--- config.mk ---
export PLATFORM = sky130hd
export DESIGN_NAME = lane_steer
export DESIGN_NICKNAME = d
export VERILOG_FILES = /design/src/rtl/lane_steer_pkg.sv /design/src/rtl/lane_steer_ctrl.sv /design/src/rtl/lane_steer_map.sv /design/src/rtl/lane_steer_rdcap.sv /design/src/rtl/lane_steer.sv
export SDC_FILE = /design/constraint.sdc
export NUM_CORES = 1
export LEC_CHECK = 0
export CORE_MARGIN = 3
export CORE_UTILIZATION = 34
export DETAILED_ROUTE_END_ITERATION = 7
export PLACE_DENSITY = 0.73
export SETUP_SLACK_MARGIN = 0.4
export SLEW_MARGIN = 20
export SYNTH_ARGS = -nofsm -noshare
export SYNTH_HDL_FRONTEND = slang
export SYNTH_SLANG_ARGS = --single-unit
--- constraint.sdc ---
create_clock -name clk -period 3.1 [get_ports clk]
set_input_delay 0.93 -clock clk [delete_from_list [all_inputs] [get_ports clk]]
set_output_delay 0.93 -clock clk [all_outputs]
set_load 0.02 [all_outputs]
--- src/rtl/lane_steer_pkg.sv ---
`timescale 1ns/1ps
package lane_steer_pkg;
   localparam int unsigned LANES = 4;

   typedef enum logic [1:0] {
      SZ_BYTE = 2'b00,
      SZ_HALF = 2'b01,
      SZ_WORD = 2'b10,
      SZ_BAD  = 2'b11
   } xfer_size_e;

   typedef struct packed {
      logic       write;
      logic [1:0] size;
      logic [1:0] addr;
      logic       narrow;
   } xfer_t;

   function automatic logic is_misaligned(input logic [1:0] sz, input logic [1:0] a);
      case (sz)
         SZ_BYTE: return 1'b0;
         SZ_HALF: return a[0];
         SZ_WORD: return |a;
         default: return 1'b1;
      endcase
   endfunction
endpackage

--- src/rtl/lane_steer_ctrl.sv ---
`timescale 1ns/1ps
module lane_steer_ctrl
   import lane_steer_pkg::*;
(
   input  logic  clk,
   input  logic  rst_n,
   input  logic  req_valid,
   input  xfer_t req,
   input  logic  bus_ack,
   output logic  active,
   output logic  beat,
   output xfer_t cur,
   output logic  accept,
   output logic  done,
   output logic  xfer_err
);
   logic bad_req;
   logic split;

   assign bad_req = is_misaligned(req.size, req.addr);
   assign accept  = !active && req_valid && !bad_req;
   assign split   = cur.narrow && (cur.size == SZ_WORD);

   always_ff @(posedge clk) begin
      if (!rst_n) begin
         active   <= 1'b0;
         beat     <= 1'b0;
         done     <= 1'b0;
         xfer_err <= 1'b0;
         cur      <= '0;
      end else begin
         done     <= 1'b0;
         xfer_err <= 1'b0;
         if (!active) begin
            if (req_valid) begin
               if (bad_req) begin
                  xfer_err <= 1'b1;
               end else begin
                  active <= 1'b1;
                  beat   <= 1'b0;
                  cur    <= req;
               end
            end
         end else if (bus_ack) begin
            if (split && !beat) begin
               beat <= 1'b1;
            end else begin
               active <= 1'b0;
               beat   <= 1'b0;
               done   <= 1'b1;
            end
         end
      end
   end


   err_single_chk: assert property (@(posedge clk) disable iff (!rst_n)
      xfer_err |=> !xfer_err);

   err_no_beat_chk: assert property (@(posedge clk) disable iff (!rst_n)
      xfer_err |-> !active);

   done_after_ack_chk: assert property (@(posedge clk) disable iff (!rst_n)
      done |-> $past(bus_ack));

   busy_hold_chk: assert property (@(posedge clk) disable iff (!rst_n)
      (active && !bus_ack) |=> (active && $stable(cur) && $stable(beat)));
endmodule

--- src/rtl/lane_steer_map.sv ---
`timescale 1ns/1ps
module lane_steer_map
   import lane_steer_pkg::*;
#(
   parameter int unsigned LANE_W    = 8,
   parameter bit          NARROW_EN = 1'b1,
   localparam int unsigned DW       = LANES * LANE_W
)(
   input  logic                    clk,
   input  logic                    rst_n,
   input  logic                    active,
   input  logic                    beat,
   input  logic                    narrow,
   input  logic [1:0]              size,
   input  logic [1:0]              addr,
   input  logic [DW-1:0]           wr_data,
   output logic [LANES-1:0]        lane_en,
   output logic [LANES-1:0][1:0]   lane_op,
   output logic [DW-1:0]           lane_dout
);
   logic                narrow_q;
   logic [1:0]          base;
   logic [LANES-1:0]    op_mask;
   logic [LANE_W-1:0]   op_b [LANES];

   assign narrow_q = NARROW_EN && narrow;

   always_comb begin
      base = (narrow_q && size == SZ_WORD) ? {beat, 1'b0} : addr;
      case (size)
         SZ_BYTE: op_mask = 4'b0001 << base;
         SZ_HALF: op_mask = 4'b0011 << base;
         SZ_WORD: op_mask = narrow_q ? (4'b0011 << base) : 4'b1111;
         default: op_mask = 4'b0000;
      endcase
   end

   for (genvar k = 0; k < LANES; k++) begin : g_lane
      localparam logic [1:0] K = 2'(k);
      assign op_b[k] = wr_data[DW-1-k*LANE_W -: LANE_W];
      if (NARROW_EN && k < 2) begin : g_low
         assign lane_op[k] = narrow_q ? (K | {base[1], 1'b0}) : K;
         assign lane_en[k] = active && op_mask[lane_op[k]];
      end else if (NARROW_EN) begin : g_high
         assign lane_op[k] = K;
         assign lane_en[k] = active && !narrow_q && op_mask[k];
      end else begin : g_wide
         assign lane_op[k] = K;
         assign lane_en[k] = active && op_mask[k];
      end
      assign lane_dout[DW-1-k*LANE_W -: LANE_W] = lane_en[k] ? op_b[lane_op[k]] : '0;
   end


   narrow_upper_chk: assert property (@(posedge clk) disable iff (!rst_n)
      (active && narrow_q) |-> (lane_en[3:2] == 2'b00));

   beat_has_lane_chk: assert property (@(posedge clk) disable iff (!rst_n)
      active |-> (lane_en != '0));

   idle_no_lane_chk: assert property (@(posedge clk) disable iff (!rst_n)
      !active |-> (lane_en == '0));
endmodule

--- src/rtl/lane_steer_rdcap.sv ---
`timescale 1ns/1ps
module lane_steer_rdcap
   import lane_steer_pkg::*;
#(
   parameter int unsigned LANE_W = 8,
   localparam int unsigned DW    = LANES * LANE_W
)(
   input  logic                  clk,
   input  logic                  rst_n,
   input  logic                  clear,
   input  logic                  cap,
   input  logic [LANES-1:0]      lane_en,
   input  logic [LANES-1:0][1:0] lane_op,
   input  logic [DW-1:0]         bus_din,
   output logic [DW-1:0]         rd_data
);
   logic [LANE_W-1:0] din_b [LANES];
   logic [LANE_W-1:0] rd_b  [LANES];

   for (genvar k = 0; k < LANES; k++) begin : g_split
      assign din_b[k] = bus_din[DW-1-k*LANE_W -: LANE_W];
      assign rd_data[DW-1-k*LANE_W -: LANE_W] = rd_b[k];
   end

   always_ff @(posedge clk) begin
      if (!rst_n || clear) begin
         for (int i = 0; i < LANES; i++) rd_b[i] <= '0;
      end else if (cap) begin
         for (int i = 0; i < LANES; i++)
            if (lane_en[i]) rd_b[lane_op[i]] <= din_b[i];
      end
   end


   rd_hold_chk: assert property (@(posedge clk) disable iff (!rst_n)
      (!clear && !cap) |=> $stable(rd_data));
endmodule

--- src/rtl/lane_steer.sv ---
`timescale 1ns/1ps
module lane_steer
   import lane_steer_pkg::*;
#(
   parameter int unsigned LANE_W    = 8,
   parameter bit          NARROW_EN = 1'b1,
   localparam int unsigned DW       = LANES * LANE_W
)(
   input  logic             clk,
   input  logic             rst_n,
   input  logic             port16,
   input  logic             req_valid,
   input  logic             req_write,
   input  logic [1:0]       req_size,
   input  logic [1:0]       req_addr,
   input  logic [DW-1:0]    wr_data,
   input  logic [DW-1:0]    bus_din,
   input  logic             bus_ack,
   output logic             bus_valid,
   output logic             bus_we,
   output logic [LANES-1:0] bus_be,
   output logic [DW-1:0]    bus_dout,
   output logic [DW-1:0]    rd_data,
   output logic             done,
   output logic             xfer_err
);
   if (LANE_W < 1) begin : g_bad_lane_w
      $error("lane_steer: LANE_W must be at least 1");
   end

   xfer_t                  req;
   xfer_t                  cur;
   logic                   active;
   logic                   beat;
   logic                   accept;
   logic [LANES-1:0][1:0]  lane_op;
   logic [DW-1:0]          lane_dout;

   assign req = '{write: req_write, size: req_size, addr: req_addr, narrow: port16};

   lane_steer_ctrl u_ctrl (
      .clk      (clk),
      .rst_n    (rst_n),
      .req_valid(req_valid),
      .req      (req),
      .bus_ack  (bus_ack),
      .active   (active),
      .beat     (beat),
      .cur      (cur),
      .accept   (accept),
      .done     (done),
      .xfer_err (xfer_err)
   );

   lane_steer_map #(.LANE_W(LANE_W), .NARROW_EN(NARROW_EN)) u_map (
      .clk      (clk),
      .rst_n    (rst_n),
      .active   (active),
      .beat     (beat),
      .narrow   (cur.narrow),
      .size     (cur.size),
      .addr     (cur.addr),
      .wr_data  (wr_data),
      .lane_en  (bus_be),
      .lane_op  (lane_op),
      .lane_dout(lane_dout)
   );

   lane_steer_rdcap #(.LANE_W(LANE_W)) u_rdcap (
      .clk    (clk),
      .rst_n  (rst_n),
      .clear  (accept),
      .cap    (active && bus_ack && !cur.write),
      .lane_en(bus_be),
      .lane_op(lane_op),
      .bus_din(bus_din),
      .rd_data(rd_data)
   );

   assign bus_valid = active;
   assign bus_we    = active && cur.write;
   assign bus_dout  = bus_we ? lane_dout : '0;


   err_quiet_bus_chk: assert property (@(posedge clk) disable iff (!rst_n)
      xfer_err |-> (bus_be == '0 && !bus_valid));

   off_lane_zero_chk: assert property (@(posedge clk) disable iff (!rst_n)
      (bus_we && !bus_be[3]) |-> (bus_dout[LANE_W-1:0] == '0));

   done_ends_beat_chk: assert property (@(posedge clk) disable iff (!rst_n)
      done |-> !bus_valid);
endmodule

==> results of run 1 <==
stage by stage:
stage | worst slack (ns) | hold WS, ns
finish | -0.188 | 0.520
global route | -0.328 | 0.560
CTS | -0.161 | 0.519
detailed placement | -0.339 | 0.510
global placement | -0.311 | 0.484
floorplan | -0.0990 | 0.452
Yosys cell counts (2+ instances only):
cell type and count:
nand3_1 4, mux2i_1 6, and2_1 27, a22o_1 16
o21ai_0 2, and4b_1 2, nand2b_1 4, nor3b_4 2
a211oi_1 2, nand3b_1 3, a21oi_1 16, inv_1 2
edfxtp_1 32, and3_1 8, buf_2 7, nand4_1 2
nor2_1 4, clkbuf_1 4, ha_1 2, and3b_1 4
buf_4 2, nand2_1 49, nor2b_1 3, dfxtp_1 10
o21a_1 2
power groups by stage:
stage	clock network (mW)	logic [mW]	registers, mW
finish	0.509	0.338	0.650
global route	0.537	0.358	0.654
CTS	0.517	0.329	0.651
detailed placement	0	0.315	0.663
global placement	0	0.314	0.662
floorplan	0	0.0901	0.696
routing by layer:
| layer | GRT usage | share of wire | up-vias | wire, µm |
|---|---|---|---|---|
| met2 | 0.352 | 0.51 | 109 | 4060 |
| met4 | 0.0561 | 0.015 | 0 | 121 |
| li1 | - | - | 1210 | - |
| met1 | 0.218 | 0.39 | 1161 | 3100 |
| met3 | 0.0618 | 0.087 | 8 | 693 |
| met5 | 0 | 0 | - | 0 |
kinds of logic after synthesis:
kind of cell,share of synthesized area
and+or+nand+nor,0.290
DFF,0.484
AOI/OAI and AO/OA,0.153
buffers and inverters,0.0318
adders and majority gates,0.0104
muxes,0.0298
repair_timing:
action,CTS,global route
gates cloned,1,0
resized for setup,221,10
endpoints found under the hold margin,0,0
pin swaps,6,10
setup buffers,6,4
setup endpoints to repair,37,47
worst min-delay path by stage:
stage                                          start                    endpoint  depth (start not counted)
after global placement    u_ctrl.cur[5]$_SDFFE_PN0P_  u_ctrl.cur[5]$_SDFFE_PN0P_                          2
final                     u_ctrl.cur[5]$_SDFFE_PN0P_  u_ctrl.cur[5]$_SDFFE_PN0P_                          2
after global routing      u_ctrl.cur[5]$_SDFFE_PN0P_  u_ctrl.cur[5]$_SDFFE_PN0P_                          2
after floorplan           u_ctrl.cur[5]$_SDFFE_PN0P_  u_ctrl.cur[5]$_SDFFE_PN0P_                          2
after detailed placement  u_ctrl.cur[5]$_SDFFE_PN0P_  u_ctrl.cur[5]$_SDFFE_PN0P_                          2
after CTS                 u_ctrl.cur[5]$_SDFFE_PN0P_  u_ctrl.cur[5]$_SDFFE_PN0P_                          2
area by class of cell:
type	instances	area [µm²]	share of cell area
sequential	42	1170	0.254
clock buffer	5	68.8	0.0150
clock inverter	3	68.8	0.0150
multi-input combinational	180	1430	0.312
tap	93	116	0.0254
inverter	2	7.51	0.00164
timing repair buffer	179	1730	0.377
critical path, cell delays in order, from the launching register on:
cell      delay (ns)
dfxtp_2         0.34
nand2_2         0.06
nor2_4          0.10
mux2_4          0.33
ha_4            0.27
and3b_1         0.18
a211oi_2        0.19
o211ai_1        0.16
buf_6           0.19
a21oi_2         0.12
buf_6           0.13
registers in the layout, indices dropped and copies added, names as in the netlist:
name,count
u_ctrl.beat,1
u_ctrl.xfer_err,1
u_ctrl.cur,6
u_rdcap.rd_b,32
u_ctrl.active,1
u_ctrl.done,1
==> results.toml, run 1 <==
[outcome]
status = "complete, but fails checks"
violations = "negative setup slack"

[drt]
wl_per_cell_um = 15.8
wirelength_um = 7980
drtIter0Drc = 74
vias_per_cell = 4.94
drtAntennaViolNets = 0
vias = 2488
dr.pass1.iters = 4
drc_errors = 0

[layout]
final_common_cell = "clkdlybuf4s50_1"
diodes = 0
fin_nets = 486
drive_above_1_share = 0.336
final_core_util = 0.694
fill_cells = 507
final_cell_mix = "clkdlybuf4s50_1, nand2_1, buf_4, edfxtp_1, buf_6"
final_cells = 504
syn_to_final_growth_pct = 91.2
final_cell_area_um2 = 4580

[run]
cap_viol_max_count = 0

[clock_tree]
holdBufCountCts = 0
clk-insertion-delay-late_ns = 0.29
numCtsBuffers = 5
path_clk_slew_ns = 0.08
cts_max_level = 2
clockRootBuffer = "clkbuf_8"
cts_tree = "yes"
cts_sinks = 42
clk_path_buf_depth = 2

[floorplan]
die_h_um = 90.0
rows = 29
num_io_pins = 146
core_area_um2 = 6600
initial_core_util = 0.363
fp.dieW_um = 90.0
die-area_um2 = 8090

[grt]
antenna_found_initial = 0
overflow = 0
grt_pass1_vias = 2544
grt_max_degree = 20
grt_pass1_wl_um = 12800
grt.total_usage = 0.194

[timing]
rsz0062_at_grt = "true"
post-route-min-period_ns = 3.29
worst_pin_slew_ns = 0.443
slew-limit-headroom = 0.704
hold_viol_final = 0
drv_slew = 0
setup_viol_count_final = 18
setup_tns_ns = -2.03
final.period_utilization = 1.06
finalWorstSetupSlack_ns = -0.188
skew_ns = 0.00708
clock.fmax_mhz = 304

[place]
dpl.cell_count = 485
placed_area_um2 = 4270
dp_hpwl_um = 6300
port_buffers = 145
place_congestion = 0.802

[yosys]
synth_area_leader_cell = "edfxtp_1"
netlist.area_leader.share = 0.401
synth_edf_count = 32
synth_top_flop_cell = "edfxtp_1"
async_reset_ff_frac = 0
ys_seq_area_frac = 0.484
ys_seq_elements = 42
syn-num-nets = 314
yosys.cell_types.count = 48
ys.warnings.count = 0
synth_area_leaders = "edfxtp_1, dfxtp_1, nand2_1, and2_1, a22o_1"
syn_inst = 238
syn_avg_cell_area_um2 = 10.1
synth_area_um2 = 2400

[setup_path]
setup.worst_path.class = "reg -> out"
cp-startpoint = "u_ctrl.cur[4]$_SDFFE_PN0P_"
cp-end-kind = "output pin"
cp_max_fo = 8
critPathArrivalTime_ns = 2.36
worstPathRequired_ns = 2.17
reg2reg_depth = 11
r2r-end = "u_rdcap.rd_b[2][2]$_DFFE_PP_"
rrSetupSlack_ns = 0.57
endpoint = "bus_dout[25]"
r2r-start = "u_ctrl.cur[4]$_SDFFE_PN0P_"
startpoint_type = "flop"

[pwr]
peakVddDrop_v = 0.000192
p_per_area_nw_per_um2 = 327
total_power_mw = 1.50
swShare = 0.233
clkPwrFrac = 0.340
power_leakage_nw = 1.83
power_frac_seq = 0.434
p_comb_frac = 0.226
p_int_mw = 1.15
switching_power_mw = 0.349

[min_path]
min_path_type = "reg -> reg"
Note: power is estimated with default switching activity, not from simulation.
==> inputs of run 2 (changes only) <==
--- a/config.mk
+++ b/config.mk
@@ -6,11 +6,13 @@
 export NUM_CORES = 1
 export LEC_CHECK = 0
 export CORE_MARGIN = 3
-export CORE_UTILIZATION = 34
+export CORE_UTILIZATION = 41
 export DETAILED_ROUTE_END_ITERATION = 7
-export PLACE_DENSITY = 0.73
+export GPL_TIMING_DRIVEN = 0
+export PLACE_DENSITY = 0.74
 export SETUP_SLACK_MARGIN = 0.4
 export SLEW_MARGIN = 20
 export SYNTH_ARGS = -nofsm -noshare
 export SYNTH_HDL_FRONTEND = slang
+export SYNTH_HIERARCHICAL = 1
 export SYNTH_SLANG_ARGS = --single-unit
==> results.toml, run 2 <==
[grt]
antenna_found_initial = 0
overflow = 0
grt_pass1_vias = 4468
grt_max_degree = 17
grt.total_usage = 0.278
grt_pass1_wl_um = 24500

[timing]
setup_viol_count_final = 75
finalWorstSetupSlack_ns = -0.298
slew-limit-headroom = 0.0713
final.period_utilization = 1.10
skew_ns = 0.0134
hold_viol_final = 0
drv_slew = 0
worst_pin_slew_ns = 1.39
rsz0062_at_grt = "true"
post-route-min-period_ns = 3.40
timing.hold.ws_ns = 0.519
clock.fmax_mhz = 294

[layout]
fin_nets = 750
final_cells = 804
largestRegisters = "u_rdcap/rd_b: 32 flops, u_ctrl/cur: 6 flops"
diodes = 0
final_common_cell = "clkdlybuf4s50_1"
regMostFlops = "u_rdcap/rd_b"
largest_reg_flops = 32
drive_above_1_share = 0.474
final_cell_mix = "clkdlybuf4s50_1, buf_6, nand2_1, buf_4, and3_4"
syn_to_final_growth_pct = 83.2
final_core_util = 0.782
fill_cells = 576

[drt]
drtIter0Drc = 507
drc_errors = 0
drtAntennaViolNets = 0
wl_per_cell_um = 21.3
vias_per_cell = 5.99
wirelength_um = 17100
vias = 4813
dr.pass1.iters = 5

[yosys]
synth_area_leader_cell = "edfxtp_1"
yosysMostFrequentCell = "nand2_1"
ys.warnings.count = 6
synth_area_leaders = "edfxtp_1, a311oi_1, nand2_1, dfxtp_1, and3_2"
synth_top_flop_cell = "edfxtp_1"
ys_seq_area_frac = 0.292
yosys.cell_types.count = 64
syn_inst = 458
async_reset_ff_frac = 0
netlist.area_leader.share = 0.242
ys_seq_elements = 42
synth_area_um2 = 3980
synth.top_cells.by_count = "nand2_1, edfxtp_1, nor2_1"
synth_edf_count = 32
syn_avg_cell_area_um2 = 8.69

[place]
pre_cts_ws_ns = -0.619
dpl.cell_count = 735
port_buffers = 144
dp_hpwl_um = 11200
place_congestion = 0.961

[outcome]
violations = "negative setup slack"
status = "complete, but fails checks"

[clock_tree]
holdBufCountCts = 0
cts_max_level = 2
clk_path_buf_depth = 2
cts_tree = "yes"
clockRootBuffer = "clkbuf_8"
path_clk_slew_ns = 0.09
cts_sinks = 42
clk-insertion-delay-late_ns = 0.31
numCtsBuffers = 5

[run]
cap_viol_max_count = 0

[setup_path]
critPathArrivalTime_ns = 2.47
worstPathRequired_ns = 2.17
setup.worst_path.class = "reg -> out"
cp-end-kind = "output pin"
cp_max_fo = 10
startpoint_type = "flop"

[floorplan]
die-area_um2 = 10900
fp.dieW_um = 105
rows = 35
core_area_um2 = 9330
initial_core_util = 0.427
die_h_um = 105
num_io_pins = 146

[pwr]
p_int_mw = 1.16
peakVddDrop_v = 0.000176
power_leakage_nw = 2.77
p_per_area_nw_per_um2 = 220
clkPwrFrac = 0.332
power_frac_seq = 0.405
swShare = 0.275
p_comb_frac = 0.263
total_power_mw = 1.60
switching_power_mw = 0.441

[min_path]
min_path_type = "reg -> reg"
-- run 2: cell types whose count changed in the layout (fill, tap and decap cells not counted), sizes merged, moves of 11 or more --
cell | before | now
buf | 70 | 129
nand2 | 49 | 64
a311oi | 0 | 25
o21ai | 2 | 18
a21oi | 16 | 2
and3 | 8 | 50
nor2 | 5 | 30
nor3 | 3 | 20
o21a | 2 | 13
a21boi | 2 | 16
o31ai | 0 | 16
nand3 | 4 | 28
-- run 2: worst paths after layout --
path                                            startpoint                            to  slack (ns)  cells past startpoint
worst max register to register  u_ctrl/cur[4]$_SDFFE_PN0P_  u_rdcap/rd_b[2][5]$_DFFE_PP_       -0.16                     17
worst min register to register    u_ctrl/beat$_SDFFE_PN0P_      u_ctrl/beat$_SDFFE_PN0P_        0.52                      2
worst max-delay path            u_ctrl/cur[4]$_SDFFE_PN0P_                   bus_dout[4]       -0.30                     12
worst min-delay path              u_ctrl/beat$_SDFFE_PN0P_      u_ctrl/beat$_SDFFE_PN0P_        0.52                      2
-- run 2: repair_timing --
action,in CTS,in global routing
resized for setup,297,60
pin swaps,43,43
setup buffers,25,31
endpoints found under the setup margin,101,100
cloned,4,1
-- run 2: cells by family (layout without fill, tap and decap cells) --
kind of cell,count (synthesis),count (layout),share of synthesized area
compound gates,115,115,0.243
fa+ha+maj,2,2,0.00629
other cells,2,6,0.00189
flops,42,42,0.292
mux,3,3,0.00755
buf+inv,45,257,0.0736
simple gates,249,250,0.376
-- run 2: metrics by stage --
stage / cell area [µm²] / setup TNS [ns]
after floorplan: 4280 / 0
after global placement: 5890 / -24.69
after detailed placement: 5890 / -28.91
after CTS: 6730 / -7.15
after global routing: 7290 / -16.36
final: 7290 / -10.72
-- run 2: layout make-up --
type | instances | area (µm²) | area share
Sequential cell | 42 | 1170 | 0.161
Clock buffer | 5 | 68.8 | 0.00944
Multi-Input combinational cell | 376 | 3380 | 0.463
Inverter | 3 | 13.8 | 0.00189
Timing Repair Buffer | 204 | 2050 | 0.281
Tap cell | 129 | 161 | 0.0221
Clock inverter | 3 | 68.8 | 0.00944
Buffer | 42 | 380 | 0.0522
-- run 2: power by group through the flow --
stage               combinational (mW)  clock (mW)  sequential (mW)
global route                     0.442       0.552            0.654
floorplan                        0.125           0            0.694
detailed placement               0.360           0            0.663
global placement                 0.357           0            0.662
finish                           0.422       0.533            0.650
CTS                              0.395       0.534            0.650
-- run 2: metal layers --
layer  vias up  wire length, µm  global-route usage
met5         -                0                   0
met4         0              694              0.0950
met3        60             1720              0.0770
met2       326             8350               0.485
met1      2259             6330               0.327
li1       2168                -                   -
-- run 2: critical path, cell delays in order (launching register included) --
cell	delay [ns]
dfxtp_4	0.37
buf_6	0.10
nor2b_4	0.13
nand2_2	0.07
a21o_4	0.24
ha_4	0.16
mux2i_4	0.18
o22ai_4	0.10
and3b_1	0.20
buf_6	0.15
and2_1	0.16
and3_4	0.18
buf_6	0.12
